$ cat src/rtl/pcie_irq_pkg.sv
`timescale 1ns/1ps
package pcie_irq_pkg;
  localparam int EV_N   = 6;
  localparam int INTX_N = 4;
  localparam int DW     = 32;

  typedef enum logic [1:0] {
    SEL_STATUS  = 2'd0,
    SEL_MASK    = 2'd1,
    SEL_UNMASK  = 2'd2,
    SEL_MASKSET = 2'd3
  } reg_sel_e;

  // Status bit position of event k
  function automatic int ev_pos(input int k);
    return (k == 0) ? 15 : 23 + k;
  endfunction

  // Status bit position of INTx line n
  function automatic int intx_pos(input int n);
    return 16 + 2 * n;
  endfunction

  function automatic logic [DW-1:0] ev_bits();
    logic [DW-1:0] m;
    m = '0;
    for (int k = 0; k < EV_N; k++) m[ev_pos(k)] = 1'b1;
    return m;
  endfunction

  function automatic logic [DW-1:0] intx_bits();
    logic [DW-1:0] m;
    m = '0;
    for (int n = 0; n < INTX_N; n++) m[intx_pos(n)] = 1'b1;
    return m;
  endfunction

  localparam logic [DW-1:0] EV_BITS   = ev_bits();
  localparam logic [DW-1:0] INTX_BITS = intx_bits();
  localparam logic [DW-1:0] IMPL_BITS = EV_BITS | INTX_BITS;
endpackage

$ cat src/rtl/pcie_irq_decode.sv
`timescale 1ns/1ps
module pcie_irq_decode
  import pcie_irq_pkg::*;
#(
  parameter int              AW   = 12,
  parameter logic [AW-1:0]   BASE = 12'h4C0
) (
  input  logic [AW-1:0] addr_i,
  output logic          hit_o,
  output reg_sel_e      sel_o
);
  localparam int BLK_LSB = 4;

  always_comb begin
    hit_o = (addr_i[AW-1:BLK_LSB] == BASE[AW-1:BLK_LSB]) && (addr_i[1:0] == 2'b00);
    sel_o = reg_sel_e'(addr_i[3:2]);
  end
endmodule

$ cat src/rtl/pcie_irq_status.sv
`timescale 1ns/1ps
module pcie_irq_status
  import pcie_irq_pkg::*;
(
  input  logic              clk,
  input  logic              rst_n,
  input  logic [EV_N-1:0]   ev_i,
  input  logic [INTX_N-1:0] intx_i,
  input  logic [DW-1:0]     clr_i,
  output logic [DW-1:0]     status_o
);
  logic [EV_N-1:0]   ev_q;
  logic [INTX_N-1:0] intx_q;

  for (genvar k = 0; k < EV_N; k++) begin : g_ev
    always_ff @(posedge clk) begin
      if (!rst_n)                ev_q[k] <= 1'b0;
      else if (ev_i[k])          ev_q[k] <= 1'b1;   // new event beats clear
      else if (clr_i[ev_pos(k)]) ev_q[k] <= 1'b0;
    end
  end

  always_ff @(posedge clk) begin
    if (!rst_n) intx_q <= '0;
    else        intx_q <= intx_i;
  end

  always_comb begin
    status_o = '0;
    for (int k = 0; k < EV_N; k++)   status_o[ev_pos(k)]   = ev_q[k];
    for (int n = 0; n < INTX_N; n++) status_o[intx_pos(n)] = intx_q[n];
  end
endmodule

$ cat src/rtl/pcie_irq_mask.sv
`timescale 1ns/1ps
module pcie_irq_mask
  import pcie_irq_pkg::*;
(
  input  logic          clk,
  input  logic          rst_n,
  input  logic [DW-1:0] unmask_i,
  input  logic [DW-1:0] maskset_i,
  output logic [DW-1:0] mask_o
);
  logic [DW-1:0] mask_q;

  // maskset is applied after unmask, so setting wins on a shared bit
  always_ff @(posedge clk) begin
    if (!rst_n) mask_q <= IMPL_BITS;
    else        mask_q <= ((mask_q & ~unmask_i) | maskset_i) & IMPL_BITS;
  end

  assign mask_o = mask_q;
endmodule

$ cat src/rtl/pcie_rp_irq_regs.sv
`timescale 1ns/1ps
module pcie_rp_irq_regs
  import pcie_irq_pkg::*;
#(
  parameter int            AW   = 12,
  parameter logic [AW-1:0] BASE = 12'h4C0
) (
  input  logic              clk,
  input  logic              rst_n,
  input  logic [EV_N-1:0]   ev_i,
  input  logic [INTX_N-1:0] intx_i,
  input  logic              reg_wr,
  input  logic              reg_rd,
  input  logic [AW-1:0]     reg_addr,
  input  logic [DW-1:0]     reg_wdata,
  output logic [DW-1:0]     reg_rdata,
  output logic              reg_rvalid,
  output logic              irq_o
);
  logic          hit;
  reg_sel_e      sel;
  logic [DW-1:0] status_q, mask_q;
  logic [DW-1:0] clr_v, unmask_v, maskset_v, rd_mux;
  logic [DW-1:0] wd_impl;

  pcie_irq_decode #(.AW(AW), .BASE(BASE)) u_dec (
    .addr_i (reg_addr),
    .hit_o  (hit),
    .sel_o  (sel)
  );

  always_comb begin
    wd_impl   = reg_wdata & IMPL_BITS;
    clr_v     = (reg_wr && hit && sel == SEL_STATUS)  ? (wd_impl & EV_BITS) : '0;
    unmask_v  = (reg_wr && hit && sel == SEL_UNMASK)  ? wd_impl : '0;
    maskset_v = (reg_wr && hit && sel == SEL_MASKSET) ? wd_impl : '0;
  end

  pcie_irq_status u_status (
    .clk      (clk),
    .rst_n    (rst_n),
    .ev_i     (ev_i),
    .intx_i   (intx_i),
    .clr_i    (clr_v),
    .status_o (status_q)
  );

  pcie_irq_mask u_mask (
    .clk       (clk),
    .rst_n     (rst_n),
    .unmask_i  (unmask_v),
    .maskset_i (maskset_v),
    .mask_o    (mask_q)
  );

  always_comb begin
    rd_mux = '0;
    if (hit) begin
      case (sel)
        SEL_STATUS: rd_mux = status_q;
        SEL_MASK:   rd_mux = mask_q;
        default:    rd_mux = '0;
      endcase
    end
  end

  always_ff @(posedge clk) begin
    if (!rst_n) begin
      reg_rdata  <= '0;
      reg_rvalid <= 1'b0;
    end else begin
      reg_rvalid <= reg_rd;
      if (reg_rd) reg_rdata <= rd_mux;
    end
  end

  assign irq_o = |(status_q & ~mask_q);
endmodule

$ cat config.mk
export PLATFORM = sky130hd
export DESIGN_NAME = pcie_rp_irq_regs
export DESIGN_NICKNAME = d
export VERILOG_FILES = /design/src/rtl/pcie_irq_pkg.sv /design/src/rtl/pcie_irq_decode.sv /design/src/rtl/pcie_irq_status.sv /design/src/rtl/pcie_irq_mask.sv /design/src/rtl/pcie_rp_irq_regs.sv
export SDC_FILE = /design/constraint.sdc
export NUM_CORES = 1
export LEC_CHECK = 0
export BUFFER_PORTS_ARGS = -buffer_cell sky130_fd_sc_hd__buf_2
export CAP_MARGIN = 0
export CORE_ASPECT_RATIO = 0.8
export CORE_MARGIN = 3
export CORE_UTILIZATION = 43
export CTS_CLUSTER_SIZE = 40
export DETAILED_ROUTE_END_ITERATION = 8
export PLACE_DENSITY_LB_ADDON = 0.12
export SETUP_SLACK_MARGIN = 0.02
export SYNTH_ARGS = -nofsm -noshare
export SYNTH_HDL_FRONTEND = slang
export SYNTH_SLANG_ARGS = --single-unit
export TNS_END_PERCENT = 20
$ cat constraint.sdc
create_clock -name clk -period 1.1 [get_ports clk]
set_input_delay 0.055 -clock clk [delete_from_list [all_inputs] [get_ports clk]]
set_output_delay 0.055 -clock clk [all_outputs]
set_load 0.02 [all_outputs]
# Word-level counts from Yosys, hierarchy flattened
# Cells that the tools add are included.
# classes
n_eq_ne	4
muxes	17
bitwise_logic	5
n_reduce_logical	14
# ops
cell	n
29-bit two-way mux	3
29-bit one-hot mux with 2 select lines	1
29-bit by 32-bit AND with 32-bit output	1
32-bit two-way mux	1
29-bit NOT with 32-bit output	1
32-bit OR reduction	1
29-bit AND	1
29-bit NOT	1
29-bit OR	1
1-bit two-way mux	12
2-bit nonzero test	6
8-bit by 7-bit equality test with 1-bit output (second input constant)	1
1-bit logical AND	5
2-bit equality test (second input constant)	2
2-bit zero test	2
2-bit by 1-bit equality test with 1-bit output (second input constant)	1
# totals
regBits	53
in_bits	58
out_inout_bits	34
elab_cells	50

# Depth between registers and ports, before layout
# depth
depth_word	8
mapped_depth	4
ltp_nobuf	3

# Modules after synthesis
# Synthesis repeated with hierarchy kept, for this count alone.
# hier_totals
cells_unflattened	371
hier_area_um2	3193.1
# modules_own_cells
mod	instances	cells_each	area_each_um2	seq_area_each_um2
pcie_rp_irq_regs	1	262	2148.3	660.6
pcie_irq_mask	1	54	518.0	200.2
pcie_irq_status	1	50	488.0	200.2
pcie_irq_decode	1	5	38.8	0.0

# Least setup slack after synthesis
# OpenSTA, ideal clock, no wires.
# synth_timing
path_kind	register to output
start	register u_status.ev_q[3] (netlist: u_status.status_o[26])
end	output irq_o
arrival_time_ns	1.037
t_required_ns	1.045
path_slack_ns	0.008
stages_incl_launch_ff	4
n_path_buf	0
path_cell_list	dfxtp_1 -> inv_1 -> o22ai_1 -> or4_1
# synth_between
elab_chain_cells	2
# synth_rtl
item	line	text
start: declaration	pcie_irq_status.sv:12	logic [EV_N-1:0] ev_q;
start signal: indexed assignment	pcie_irq_status.sv:17	if (!rst_n) ev_q[k] <= 1'b0;
start signal: indexed assignment	pcie_irq_status.sv:18	else if (ev_i[k]) ev_q[k] <= 1'b1;
start signal: indexed assignment	pcie_irq_status.sv:19	else if (clr_i[ev_pos(k)]) ev_q[k] <= 1'b0;
29-bit by 32-bit AND with 32-bit output	pcie_rp_irq_regs.sv:77	assign irq_o = |(status_q & ~mask_q);
32-bit OR reduction	pcie_rp_irq_regs.sv:77	
end: declaration	pcie_rp_irq_regs.sv:18	output logic irq_o
# Every way passes these cells.

# Worst setup path after layout
# layout_timing
start	register u_mask.mask_q[20] (netlist: u_mask.mask_o[20])
end	output irq_o
# layout_between
elab_chain_cells	3
# layout_rtl
item	line	text
start: declaration	pcie_irq_mask.sv:11	logic [DW-1:0] mask_q;
start signal: assignment	pcie_irq_mask.sv:16	else mask_q <= ((mask_q & ~unmask_i) | maskset_i) & IMPL_BITS;
29-bit NOT with 32-bit output	pcie_rp_irq_regs.sv:77	
29-bit by 32-bit AND with 32-bit output	pcie_rp_irq_regs.sv:77	
32-bit OR reduction	pcie_rp_irq_regs.sv:77	
# Every way passes these cells.

==> qor.yml <==
worst_setup_path:
  worstPathArrival_ns: 1.42
  worst-endpoint-required_ns: 1.04
  cp_top_family: "simple AND/OR/NAND/NOR gates"
  cp_slowest_cell: "or4_4"
  worstPathCellList: "nand2b_4, o2111ai_2, or4_4, buf_6"
  worstPathMaxFanout: 2
  crit_path_start_kind: "flip-flop"
  path_buf_inv: 1
  crit_type: "reg2out"
  end_kind: "output pin"
  crit_path_max_incr_delay_ns: 0.43
synthesis:
  synth_top_area_share_pct: 38.8
  synth_cell_types: 25
  synth_edf_count: 0
  syn-cell-area_um2: 1600
  synth.avg_cell_area_um2: 8.79
  synth_top_area_cell: "dfxtp_1"
  synth_xor_area_share_pct: 0
  yosys_register_bits: 31
  synthCells: 182
  netlist_top_cells_area: "dfxtp_1 (39%), mux2i_1 (13%), buf_4 (11%)"
  synthFlopType: "dfxtp_1"
  yosysWarnings: 0
  synthAdderAreaFrac_pct: 0
  synth.area.mux_share_pct: 12.5
  async_flop_share_pct: 0
  synth_top_family_by_area: "simple AND/OR/NAND/NOR gates"
  synth-compound-area-share_pct: 9.08
  synthSimpleGateAreaFrac_pct: 22.9
  yosysSeqAreaShare_pct: 38.8
drt:
  wl_met2_um: 1790
  dr.pass1.iters: 4
  drcViolationCount: 0
  viasPerCell: 4.79
  wl_per_cell_um: 12.5
  met1_length_um: 1720
  top_layer: "met4"
  drtIter0Drc: 65
  wl_um: 3820
  wl_met3_um: 246
  ant_nets: 0
  vias: 1460
power_and_ir_drop:
  p_per_area_nw_per_um2: 1090
  p_leak_nw: 1.15
  peakVddDrop_v: 0.000765
  p_total_mw: 2.37
finish:
  nFillCells: 313
  drive_above_1_share_pct: 33.8
  diodes: 0
  area_growth_pct: 36.2
  regArea_um2: 623
  multiInputGateArea_um2: 820
  nets: 320
clock_tree:
  cts_root_buf: "clkbuf_8"
  clk_pin_slew_ns: 0.06
  numCtsBuffers: 5
  cts.path.max_buffers: 2
  cts_tree: "done"
  cts_setup_buffers: 0
  cts.htree.levels: 2
  clkLatencyLatePin_ns: 0.28
  cts.sinks: 31
floorplan:
  die_y_um: 60.5
  ios: 92
  core_area_um2: 3490
  die_area_um2: 4490
  start_util_pct: 45.8
  dieWidth_um: 74.2
  rows: 19
status:
  status: "finished with violations"
  failed_checks: "setup timing"
min_path:
  hp-class: "in2reg"
timing:
  setup_slack_ns: -0.377
  maxSlewHeadroom_pct: 44.2
  finalSetupViolations: 1
  rsz0062_at_grt: "true"
  setup_tns_ns: -0.377
  fmax_ghz: 0.677
  worst_slew_pin_slew_ns: 0.835
  skew_ns: 0.00201
  hold-worst-slack_ns: 0.0179
  period_minus_slack_ns: 1.48
  fin_crit_sh_pct: 134
  finalMaxSlewViolations: 0
  finalHoldViolCount: 0
global_route:
  first_global_vias: 1355
  grt_overflow: 0
  grt_antenna_before_repair: 0
  grt_usage_pct: 18.3
  grt_pass1_wl_um: 6130
  grt_max_degree: 13
placement:
  portBuffers: 47
  pre_cts_ws_ns: -0.118
  hpwl_um: 2900
  gp_congestion: 0.865
run:
  maxCapViolCount: 0
[cells in the final DEF, fill, tap and decap left out, types with 2 or more instances in the layout]
| cell | count |
|---|---|
| a31oi_1 | 6 |
| and2_1 | 5 |
| and3_1 | 10 |
| buf_2 | 46 |
| buf_4 | 28 |
| clkbuf_1 | 2 |
| clkbuf_8 | 5 |
| conb_1 | 22 |
| dfxtp_1 | 29 |
| dfxtp_2 | 2 |
| dlygate4sd3_1 | 10 |
| inv_1 | 13 |
| mux2i_1 | 20 |
| nand2_1 | 10 |
| nand2b_4 | 2 |
| nand4_1 | 11 |
| nor2b_1 | 12 |
| o21ai_0 | 16 |
| o22ai_1 | 3 |
[power breakdown]
| group | switching (mW) | internal (mW) |
|---|---|---|
| sequential | 0.0160 | 1.15 |
| clock | 0.416 | 0.443 |
| combinational | 0.190 | 0.157 |
[synth_stat cells (all sizes together), types with 5 or more instances]
| cell | n |
|---|---|
| a31oi | 6 |
| and3 | 10 |
| and2 | 5 |
| nand4 | 11 |
| o21ai | 16 |
| clkbuf | 5 |
| buf | 28 |
| nand2 | 10 |
| nor2b | 12 |
| dfxtp | 31 |
| inv | 13 |
| mux2i | 20 |
[what timing repair did]
action	in CTS	in global routing
pin swaps	0	0
hold endpoints to repair	10	0
resized for setup	6	1
hold buffers	10	0
endpoints found under the setup margin	1	1
[sequential cells by signal (all words and copies together) (netlist names)]
register           cells
reg_rdata             10
u_status.status_o      6
reg_rvalid             1
u_status.intx_q        4
u_mask.mask_o         10
[per-stage QoR]
stage	cell area, µm²	util [%]	instances
floorplan	1680	-	203
global placement	1970	56.2	287
detailed placement	1970	56.2	287
CTS	2180	62.3	305
global route	2180	62.3	305
finish	2180	62.3	305
[final timing paths]
path                                 to  slack (ns)                  start  cells after the start
setup / recovery                  irq_o       -0.38      u_mask.mask_o[20]                      4
hold / removal               reg_rvalid        0.02                 reg_rd                      2
setup reg to reg  u_status.status_o[25]        0.29  u_status.status_o[25]                      3
hold reg to reg           reg_rdata[24]        0.45          reg_rdata[24]                      2
[routing by layer]
metal / GRT usage (%) / vias to the layer above
met4: 8.01 / 0
met1: 22.9 / 663
met2: 29.9 / 48
li1: - / 742
met5: 0 / -
met3: 4.97 / 7
[cells by family after synthesis]
group | count (synthesis)
other | 1
buffers and inverters | 46
AO/OA/AOI/OAI | 26
flip-flops | 31
AND/OR/NAND/NOR | 58
multiplexers | 20
[final cells by class]
cell class                      count  area share, %
Sequential cell                    31           28.6
Tap cell                           42           2.41
Clock inverter                      1          0.230
Clock buffer                        7           3.51
Multi-Input combinational cell    126           37.6
Timing Repair Buffer               85           25.3
Inverter                           13           2.24
(Power assumes the default switching activity.)
